### src/rtl/sfc_pkg.sv
package sfc_pkg;

  // Phases shared by the serializer and the deserializer.
  typedef enum logic [2:0] {
    PH_IDLE,
    PH_START,
    PH_DATA,
    PH_PARITY,
    PH_STOP1,
    PH_STOP2
  } phase_e;

  // One receive queue entry: error flags travel with their character.
  typedef struct packed {
    logic       par_err;
    logic       frm_err;
    logic [7:0] data;
  } rx_word_t;

  localparam int unsigned RX_WORD_W = $bits(rx_word_t);

endpackage

### src/rtl/sfc_fifo.sv
module sfc_fifo #(
  parameter int unsigned WIDTH = 8,
  parameter int unsigned DEPTH = 4,
  localparam int unsigned AW   = (DEPTH > 1) ? $clog2(DEPTH) : 1,
  localparam int unsigned LW   = $clog2(DEPTH + 1)
) (
  input  logic             clk,
  input  logic             rst_n,
  input  logic             push,
  input  logic [WIDTH-1:0] push_data,
  input  logic             pop,
  output logic [WIDTH-1:0] head,
  output logic [LW-1:0]    level
);

  logic [WIDTH-1:0] mem_q [DEPTH];
  logic [AW-1:0]    wptr_q, wptr_d, rptr_q, rptr_d;
  logic [LW-1:0]    level_q, level_d;
  logic             do_push, do_pop;

  assign do_push = push && (level_q != LW'(DEPTH));
  assign do_pop  = pop  && (level_q != '0);

  always_comb begin
    wptr_d  = wptr_q;
    rptr_d  = rptr_q;
    level_d = level_q;
    if (do_push) wptr_d = (wptr_q == AW'(DEPTH - 1)) ? '0 : wptr_q + 1'b1;
    if (do_pop)  rptr_d = (rptr_q == AW'(DEPTH - 1)) ? '0 : rptr_q + 1'b1;
    if (do_push && !do_pop)      level_d = level_q + 1'b1;
    else if (do_pop && !do_push) level_d = level_q - 1'b1;
  end

  always_ff @(posedge clk or negedge rst_n) begin
    if (!rst_n) begin
      wptr_q  <= '0;
      rptr_q  <= '0;
      level_q <= '0;
    end else begin
      wptr_q  <= wptr_d;
      rptr_q  <= rptr_d;
      level_q <= level_d;
    end
  end

  // Storage carries no reset; only the pointers do.
  always_ff @(posedge clk) begin
    if (do_push) mem_q[wptr_q] <= push_data;
  end

  assign head  = mem_q[rptr_q];
  assign level = level_q;

endmodule

### src/rtl/sfc_tx.sv
module sfc_tx
  import sfc_pkg::*;
#(
  parameter int unsigned OSR = 16,
  localparam int unsigned CW = $clog2(OSR)
) (
  input  logic       clk,
  input  logic       rst_n,
  input  logic       tick,
  input  logic       data7,
  input  logic       par_en,
  input  logic       par_odd,
  input  logic       stop2,
  input  logic       cts_n,
  input  logic       q_empty,
  input  logic [7:0] q_head,
  output logic       q_pop,
  output logic       txd,
  output logic       busy
);

  phase_e      phase_q, phase_d;
  logic [CW-1:0] cnt_q, cnt_d;
  logic [2:0]  idx_q, idx_d;
  logic [7:0]  sh_q, sh_d;
  logic        par_q, par_d;
  logic        txd_q, txd_d;
  logic        bit_end, frame_end, load;
  logic [2:0]  last_idx;
  logic [7:0]  mask;

  assign last_idx  = data7 ? 3'd6 : 3'd7;
  assign mask      = data7 ? 8'h7F : 8'hFF;
  assign bit_end   = tick && (cnt_q == CW'(OSR - 1));
  assign frame_end = bit_end && (((phase_q == PH_STOP1) && !stop2) || (phase_q == PH_STOP2));
  // a new character starts only while cts_n is low; R3: back-to-back on frame end
  assign load      = ((phase_q == PH_IDLE) || frame_end) && !q_empty && !cts_n;

  always_comb begin
    phase_d = phase_q;
    cnt_d   = cnt_q;
    idx_d   = idx_q;
    sh_d    = sh_q;
    par_d   = par_q;
    txd_d   = txd_q;
    if (load) begin
      phase_d = PH_START;
      cnt_d   = '0;
      sh_d    = q_head;
      par_d   = par_odd ^ (^(q_head & mask));
      txd_d   = 1'b0;
    end else if ((phase_q != PH_IDLE) && tick) begin
      if (cnt_q != CW'(OSR - 1)) begin
        cnt_d = cnt_q + 1'b1;
      end else begin
        cnt_d = '0;
        case (phase_q)
          PH_START: begin
            phase_d = PH_DATA;
            idx_d   = '0;
            txd_d   = sh_q[0];
          end
          PH_DATA: begin
            if (idx_q == last_idx) begin
              phase_d = par_en ? PH_PARITY : PH_STOP1;
              txd_d   = par_en ? par_q : 1'b1;
            end else begin
              idx_d = idx_q + 1'b1;
              sh_d  = sh_q >> 1;
              txd_d = sh_q[1];
            end
          end
          PH_PARITY: begin
            phase_d = PH_STOP1;
            txd_d   = 1'b1;
          end
          PH_STOP1: begin
            phase_d = stop2 ? PH_STOP2 : PH_IDLE;
            txd_d   = 1'b1;
          end
          default: begin
            phase_d = PH_IDLE;
            txd_d   = 1'b1;
          end
        endcase
      end
    end
  end

  always_ff @(posedge clk or negedge rst_n) begin
    if (!rst_n) begin
      phase_q <= PH_IDLE;
      cnt_q   <= '0;
      idx_q   <= '0;
      sh_q    <= '0;
      par_q   <= 1'b0;
      txd_q   <= 1'b1;
    end else begin
      phase_q <= phase_d;
      cnt_q   <= cnt_d;
      idx_q   <= idx_d;
      sh_q    <= sh_d;
      par_q   <= par_d;
      txd_q   <= txd_d;
    end
  end

  assign q_pop = load;
  assign txd   = txd_q;
  assign busy  = (phase_q != PH_IDLE);

endmodule

### src/rtl/sfc_rx.sv
module sfc_rx
  import sfc_pkg::*;
#(
  parameter int unsigned OSR = 16,
  localparam int unsigned CW = $clog2(OSR),
  localparam int unsigned HALF = OSR / 2
) (
  input  logic     clk,
  input  logic     rst_n,
  input  logic     tick,
  input  logic     data7,
  input  logic     par_en,
  input  logic     par_odd,
  input  logic     rxd,
  output logic     push,
  output rx_word_t word
);

  logic [2:0]    sync_q;      // [0],[1] synchronizer, [2] previous synced value
  phase_e        phase_q, phase_d;
  logic [CW-1:0] cnt_q, cnt_d;
  logic [2:0]    idx_q, idx_d;
  logic [7:0]    data_q, data_d;
  logic          acc_q, acc_d;
  logic          perr_q, perr_d;
  logic          line, fall, centre;
  logic [2:0]    last_idx;

  assign line     = sync_q[1];
  assign fall     = sync_q[2] && !sync_q[1];
  assign centre   = tick && (cnt_q == CW'(OSR - 1));
  assign last_idx = data7 ? 3'd6 : 3'd7;

  always_ff @(posedge clk or negedge rst_n) begin
    if (!rst_n) sync_q <= '1;
    else        sync_q <= {sync_q[1], sync_q[0], rxd};
  end

  always_comb begin
    phase_d = phase_q;
    cnt_d   = cnt_q;
    idx_d   = idx_q;
    data_d  = data_q;
    acc_d   = acc_q;
    perr_d  = perr_q;
    if (phase_q == PH_IDLE) begin
      if (fall) begin
        phase_d = PH_START;
        cnt_d   = '0;
        data_d  = '0;       // unused top bit reads 0
        acc_d   = 1'b0;
        perr_d  = 1'b0;
      end
    end else if (phase_q == PH_START) begin
      if (tick) begin
        if (cnt_q == CW'(HALF - 1)) begin
          cnt_d   = '0;
          idx_d   = '0;
          phase_d = line ? PH_IDLE : PH_DATA;   // reject short pulse
        end else begin
          cnt_d = cnt_q + 1'b1;
        end
      end
    end else if (tick) begin
      if (!centre) begin
        cnt_d = cnt_q + 1'b1;
      end else begin
        cnt_d = '0;
        case (phase_q)
          PH_DATA: begin
            data_d[idx_q] = line;
            acc_d         = acc_q ^ line;
            if (idx_q == last_idx) phase_d = par_en ? PH_PARITY : PH_STOP1;
            else                   idx_d   = idx_q + 1'b1;
          end
          PH_PARITY: begin
            perr_d  = line ^ acc_q ^ par_odd;
            phase_d = PH_STOP1;
          end
          default: phase_d = PH_IDLE;
        endcase
      end
    end
  end

  always_ff @(posedge clk or negedge rst_n) begin
    if (!rst_n) begin
      phase_q <= PH_IDLE;
      cnt_q   <= '0;
      idx_q   <= '0;
      data_q  <= '0;
      acc_q   <= 1'b0;
      perr_q  <= 1'b0;
    end else begin
      phase_q <= phase_d;
      cnt_q   <= cnt_d;
      idx_q   <= idx_d;
      data_q  <= data_d;
      acc_q   <= acc_d;
      perr_q  <= perr_d;
    end
  end

  // Character completes at the centre of the first stop bit.
  assign push         = (phase_q == PH_STOP1) && centre;
  assign word.par_err = perr_q;
  assign word.frm_err = !line;
  assign word.data    = data_q;

endmodule

### src/rtl/sfc_uart.sv
module sfc_uart
  import sfc_pkg::*;
#(
  parameter int unsigned OSR        = 16,
  parameter int unsigned FIFO_DEPTH = 4,
  parameter int unsigned RTS_LEVEL  = FIFO_DEPTH - 1,
  localparam int unsigned LVL_W     = $clog2(FIFO_DEPTH + 1)
) (
  input  logic       clk,
  input  logic       rst_n,
  input  logic       baud_tick,
  input  logic       cfg_data7,
  input  logic       cfg_par_en,
  input  logic       cfg_par_odd,
  input  logic       cfg_stop2,
  input  logic       wr_en,
  input  logic [7:0] wr_data,
  output logic       tx_full,
  input  logic       rd_en,
  output logic [7:0] rd_data,
  output logic       rd_par_err,
  output logic       rd_frm_err,
  output logic       rx_empty,
  input  logic       stat_rd,
  output logic       overrun,
  output logic       txd,
  input  logic       cts_n,
  input  logic       rxd,
  output logic       rts_n,
  output logic       tx_busy
);

  logic [1:0]       rsync_q;
  logic             rst_core_n;
  logic [LVL_W-1:0] tx_level, rx_level;
  logic [7:0]       tx_head;
  logic             tx_pop, rx_push, rx_full;
  rx_word_t         rx_word, rx_head;
  logic             ovr_q, ovr_d, rts_q, rts_d;

  // Reset asserts at once and releases two clocks later.
  always_ff @(posedge clk or negedge rst_n) begin
    if (!rst_n) rsync_q <= '0;
    else        rsync_q <= {rsync_q[0], 1'b1};
  end
  assign rst_core_n = rsync_q[1];

  sfc_fifo #(.WIDTH(8), .DEPTH(FIFO_DEPTH)) u_txq (
    .clk(clk), .rst_n(rst_core_n),
    .push(wr_en), .push_data(wr_data),
    .pop(tx_pop), .head(tx_head), .level(tx_level)
  );

  sfc_tx #(.OSR(OSR)) u_tx (
    .clk(clk), .rst_n(rst_core_n), .tick(baud_tick),
    .data7(cfg_data7), .par_en(cfg_par_en), .par_odd(cfg_par_odd), .stop2(cfg_stop2),
    .cts_n(cts_n), .q_empty(tx_level == '0), .q_head(tx_head),
    .q_pop(tx_pop), .txd(txd), .busy(tx_busy)
  );

  sfc_rx #(.OSR(OSR)) u_rx (
    .clk(clk), .rst_n(rst_core_n), .tick(baud_tick),
    .data7(cfg_data7), .par_en(cfg_par_en), .par_odd(cfg_par_odd),
    .rxd(rxd), .push(rx_push), .word(rx_word)
  );

  sfc_fifo #(.WIDTH(RX_WORD_W), .DEPTH(FIFO_DEPTH)) u_rxq (
    .clk(clk), .rst_n(rst_core_n),
    .push(rx_push), .push_data(rx_word),
    .pop(rd_en), .head(rx_head), .level(rx_level)
  );

  assign rx_full = (rx_level == LVL_W'(FIFO_DEPTH));

  // set on a dropped character, cleared by a status read; set wins.
  assign ovr_d = (ovr_q && !stat_rd) || (rx_push && rx_full);
  // throttle the remote sender near full.
  assign rts_d = (rx_level >= LVL_W'(RTS_LEVEL));

  always_ff @(posedge clk or negedge rst_core_n) begin
    if (!rst_core_n) begin
      ovr_q <= 1'b0;
      rts_q <= 1'b0;
    end else begin
      ovr_q <= ovr_d;
      rts_q <= rts_d;
    end
  end

  assign tx_full    = (tx_level == LVL_W'(FIFO_DEPTH));
  assign rx_empty   = (rx_level == '0);
  assign rd_data    = rx_head.data;
  assign rd_par_err = rx_head.par_err;
  assign rd_frm_err = rx_head.frm_err;
  assign overrun    = ovr_q;
  assign rts_n      = rts_q;

endmodule

### config.mk
export PLATFORM = sky130hd
export DESIGN_NAME = sfc_uart
export DESIGN_NICKNAME = d
export VERILOG_FILES = /design/src/rtl/sfc_pkg.sv /design/src/rtl/sfc_fifo.sv /design/src/rtl/sfc_tx.sv /design/src/rtl/sfc_rx.sv /design/src/rtl/sfc_uart.sv
export SDC_FILE = /design/constraint.sdc
export NUM_CORES = 1
export LEC_CHECK = 0
export BUFFER_PORTS_ARGS = -buffer_cell sky130_fd_sc_hd__buf_2
export CORE_ASPECT_RATIO = 1.4
export CORE_UTILIZATION = 40
export CTS_BUF_LIST = sky130_fd_sc_hd__clkbuf_16
export CTS_CLUSTER_DIAMETER = 40
export DETAILED_ROUTE_END_ITERATION = 10
export RECOVER_POWER = 100
export SLEW_MARGIN = 10
export SYNTH_ARGS = -nofsm -noshare
export SYNTH_HDL_FRONTEND = slang
export SYNTH_SLANG_ARGS = --single-unit
### constraint.sdc
create_clock -name clk -period 1.85 [get_ports clk]
set_input_delay 0.0925 -clock clk [delete_from_list [all_inputs] [get_ports clk]]
set_output_delay 0.0925 -clock clk [all_outputs]
set_load 0.1 [all_outputs]
==> metrics.txt <==
DP Wirelength 7970 um; Cell Rows 52; CP Max Fanout 2; clock slew at reported path FFs 60 ps; DR DRC count 0; first-pass GRT wire length 19600 um; Vias 3849; dpl cell area 6890 um2; number of port buffers 35; CP peak stage delay 360 ps; failing checks setup timing; GP Congestion 0.822; Setup crit start kind register; area share of the largest cell type after synthesis 0.363; post-layout net count 600; Data arrival, critical path 2370 ps; CTS Buf Count 17; area leader, netlist edfxtp_1; Tcrit/Tclk final 1.10; DR iter-0 viols 231; CORE AREA 14500 um2; post-synthesis sequential area ratio 0.620; fraction of registers with async set/reset 0.459; top cells by area, synth edfxtp_1 36%, dfrtp_1 24%, mux4_2 5.3%, ha_1 3.4%, o21ai_0 2.8%; most frequent cells in the layout 72 x edfxtp_1, 65 x buf_4, 55 x dfrtp_1; syn nets 480; Clock Tree Buf Depth 2; Cells after Synth 442; max_slew headroom 0.452; Post-synth EDFFs 72; Critical Path RT 2180 ps; # H-tree levels 4; CTS Sinks 133; HP Class in2reg; layout cell share with drive strength beyond 1 0.348; vias in the first global route 4182; pin count of the biggest net entering global routing 31; ys flop type edfxtp_1; RSZ-0062 raised after global routing true; WL/cell 15.0 um; fin. max-slew vios 0; Initial Utilization 0.411; antenna-violating nets left 0; initial antenna violation count 1; Slowest cell on crit path dfrtp_1; DR pass1 iterations 4; root buffer cell clkbuf_16; Synth Warn # 0; PD cells 1530 nW/um2; peak supply drop 752 uV; r2r worst-path depth 10; synthesis-stage register bit count 133; via/cell ratio 5.04; worst path cell trace ha_2 > and4_4 > nand3_4 > a21oi_4 > ha_4 > inv_2 > fa_2 > xor2_1 > nor2_1 > xor2_1; DIE AREA 15400 um2; hold depth 3; mean post-synth cell area 13.5 um2; Cell Area, Synth 5960 um2; Distinct cells, synth 57; Design Area, Final 7870 um2; chip width 105 um; skew final 9.69 ps; maxcap violations 0; Peak Freq 491 MHz; Top Ports 36; Leak Pwr 3.16 nW; Die Ht 146 um; CP dominant cell by count xor2_1; final setup vio count 5; CTS tree built; routed wire length 11500 um; Fin. Hold Viols 0; Layout area overhead 32.1%; minimum clock period 2040 ps; Total GRT Usage 0.165; Worst-Skew Late Latency 410 ps; critical path capture point type register; kind of critical path reg2reg; outcome complete, but fails checks; # diodes 0; leading cell type in the layout, fill and taps excluded edfxtp_1; GRT overflow 0; worst slew pin tran 822 ps; final worst slack -185 ps; Setup WS pre-CTS -319 ps
==> synthesized netlist by cell type (5+ instances only) <==
library cell and instances:
nor3_1 14, xnor2_1 10, nand2b_1 6, nor2_1 37
ha_1 16, nand2_1 24, inv_1 15, a31oi_1 5
and2_1 9, xor2_1 7, o21ai_0 33, clkbuf_1 15
edfxtp_1 72, a21o_1 6, mux4_2 14, mux2i_1 9
nand3_1 7, o31ai_1 6, dfrtp_1 57, a21oi_1 15
mux2_2 5
==> registers in the layout, summed over array words and instances, names as in the netlist, 4 cells and up <==
name,cells
u_rx.cnt_q,4
u_rx.data_q,8
u_rxq.mem_q,40
u_tx.cnt_q,4
u_tx.sh_q,8
u_txq.mem_q,32
==> layer usage <==
layer  part of all wire  track usage
met1               0.38        0.168
met3              0.025       0.0388
met5             0.0011            0
met4              0.013       0.0697
met2               0.58        0.318
==> logic make-up after synthesis <==
kind of cell,share of synthesized area
flops,0.620
buf+inv,0.0233
fa+ha+maj,0.0403
other cells,0.000630
xor+xnor,0.0315
simple gates,0.0952
mux,0.0951
compound gates,0.0939
==> critical path, delay by kind of cell, from the launching register on <==
kind | cells | cell delay (ps)
buf+inv | 1 | 30
compound gates | 1 | 160
simple gates | 3 | 440
fa+ha+maj | 3 | 660
xor+xnor | 2 | 300
flops | 1 | 360
==> what timing repair did <==
action / 4_1_cts / 5_1_grt
hold buffers: 12 / 0
endpoints found under the hold margin: 36 / 0
setup endpoints to repair: 60 / 83
pin swaps: 13 / 13
gates resized for setup: 36 / 29
setup buffers: 8 / 5
==> where the power goes <==
| part | leakage [nW] | internal, W | switching (W) |
|---|---|---|---|
| Clock | 0.287 | 0.00194 | 0.00119 |
| Sequential | 1.39 | 0.00375 | 0.000463 |
| Combinational | 1.49 | 0.00211 | 0.00259 |
==> final timing paths <==
path                                     from              end  slack, ps
worst min-delay path                    rd_en  u_rxq.rptr_q[0]         40
worst min register to register     rsync_q[1]    u_tx.cnt_q[3]        340
min in group asynchronous          rsync_q[1]    u_tx.cnt_q[3]        340
worst max-delay path            u_rx.cnt_q[1]   u_rxq.level[2]       -190
max in group asynchronous          rsync_q[1]   u_rx.sync_q[0]        790
worst max register to register  u_rx.cnt_q[1]   u_rxq.level[2]       -190
==> area by class of cell <==
cell class	count	area [um2]
Sequential cell	133	3700
Tap cell	189	236
Timing Repair Buffer	120	982
Fill cell	1193	6640
Clock buffer	17	425
Inverter	15	56.3
Clock inverter	14	125
Multi-Input combinational cell	275	2350
==> metrics by stage <==
stage / hold WS, ps / instances / util / power, W / setup TNS (ps)
4_1_cts: 32.2 / 761 / 0.534 / 0.0120 / -774
6_report: 42.4 / 763 / 0.542 / 0.0120 / -708
3_5_place_dp: -121 / 710 / 0.475 / 0.00855 / -4190
3_3_place_gp: -121 / 710 / 0.475 / 0.00841 / -2280
2_1_floorplan: -203 / 442 / - / 0.00742 / -17970
5_1_grt: 40.3 / 763 / 0.542 / 0.0127 / -2280
No activity file was read; power rests on OpenSTA's default activity.
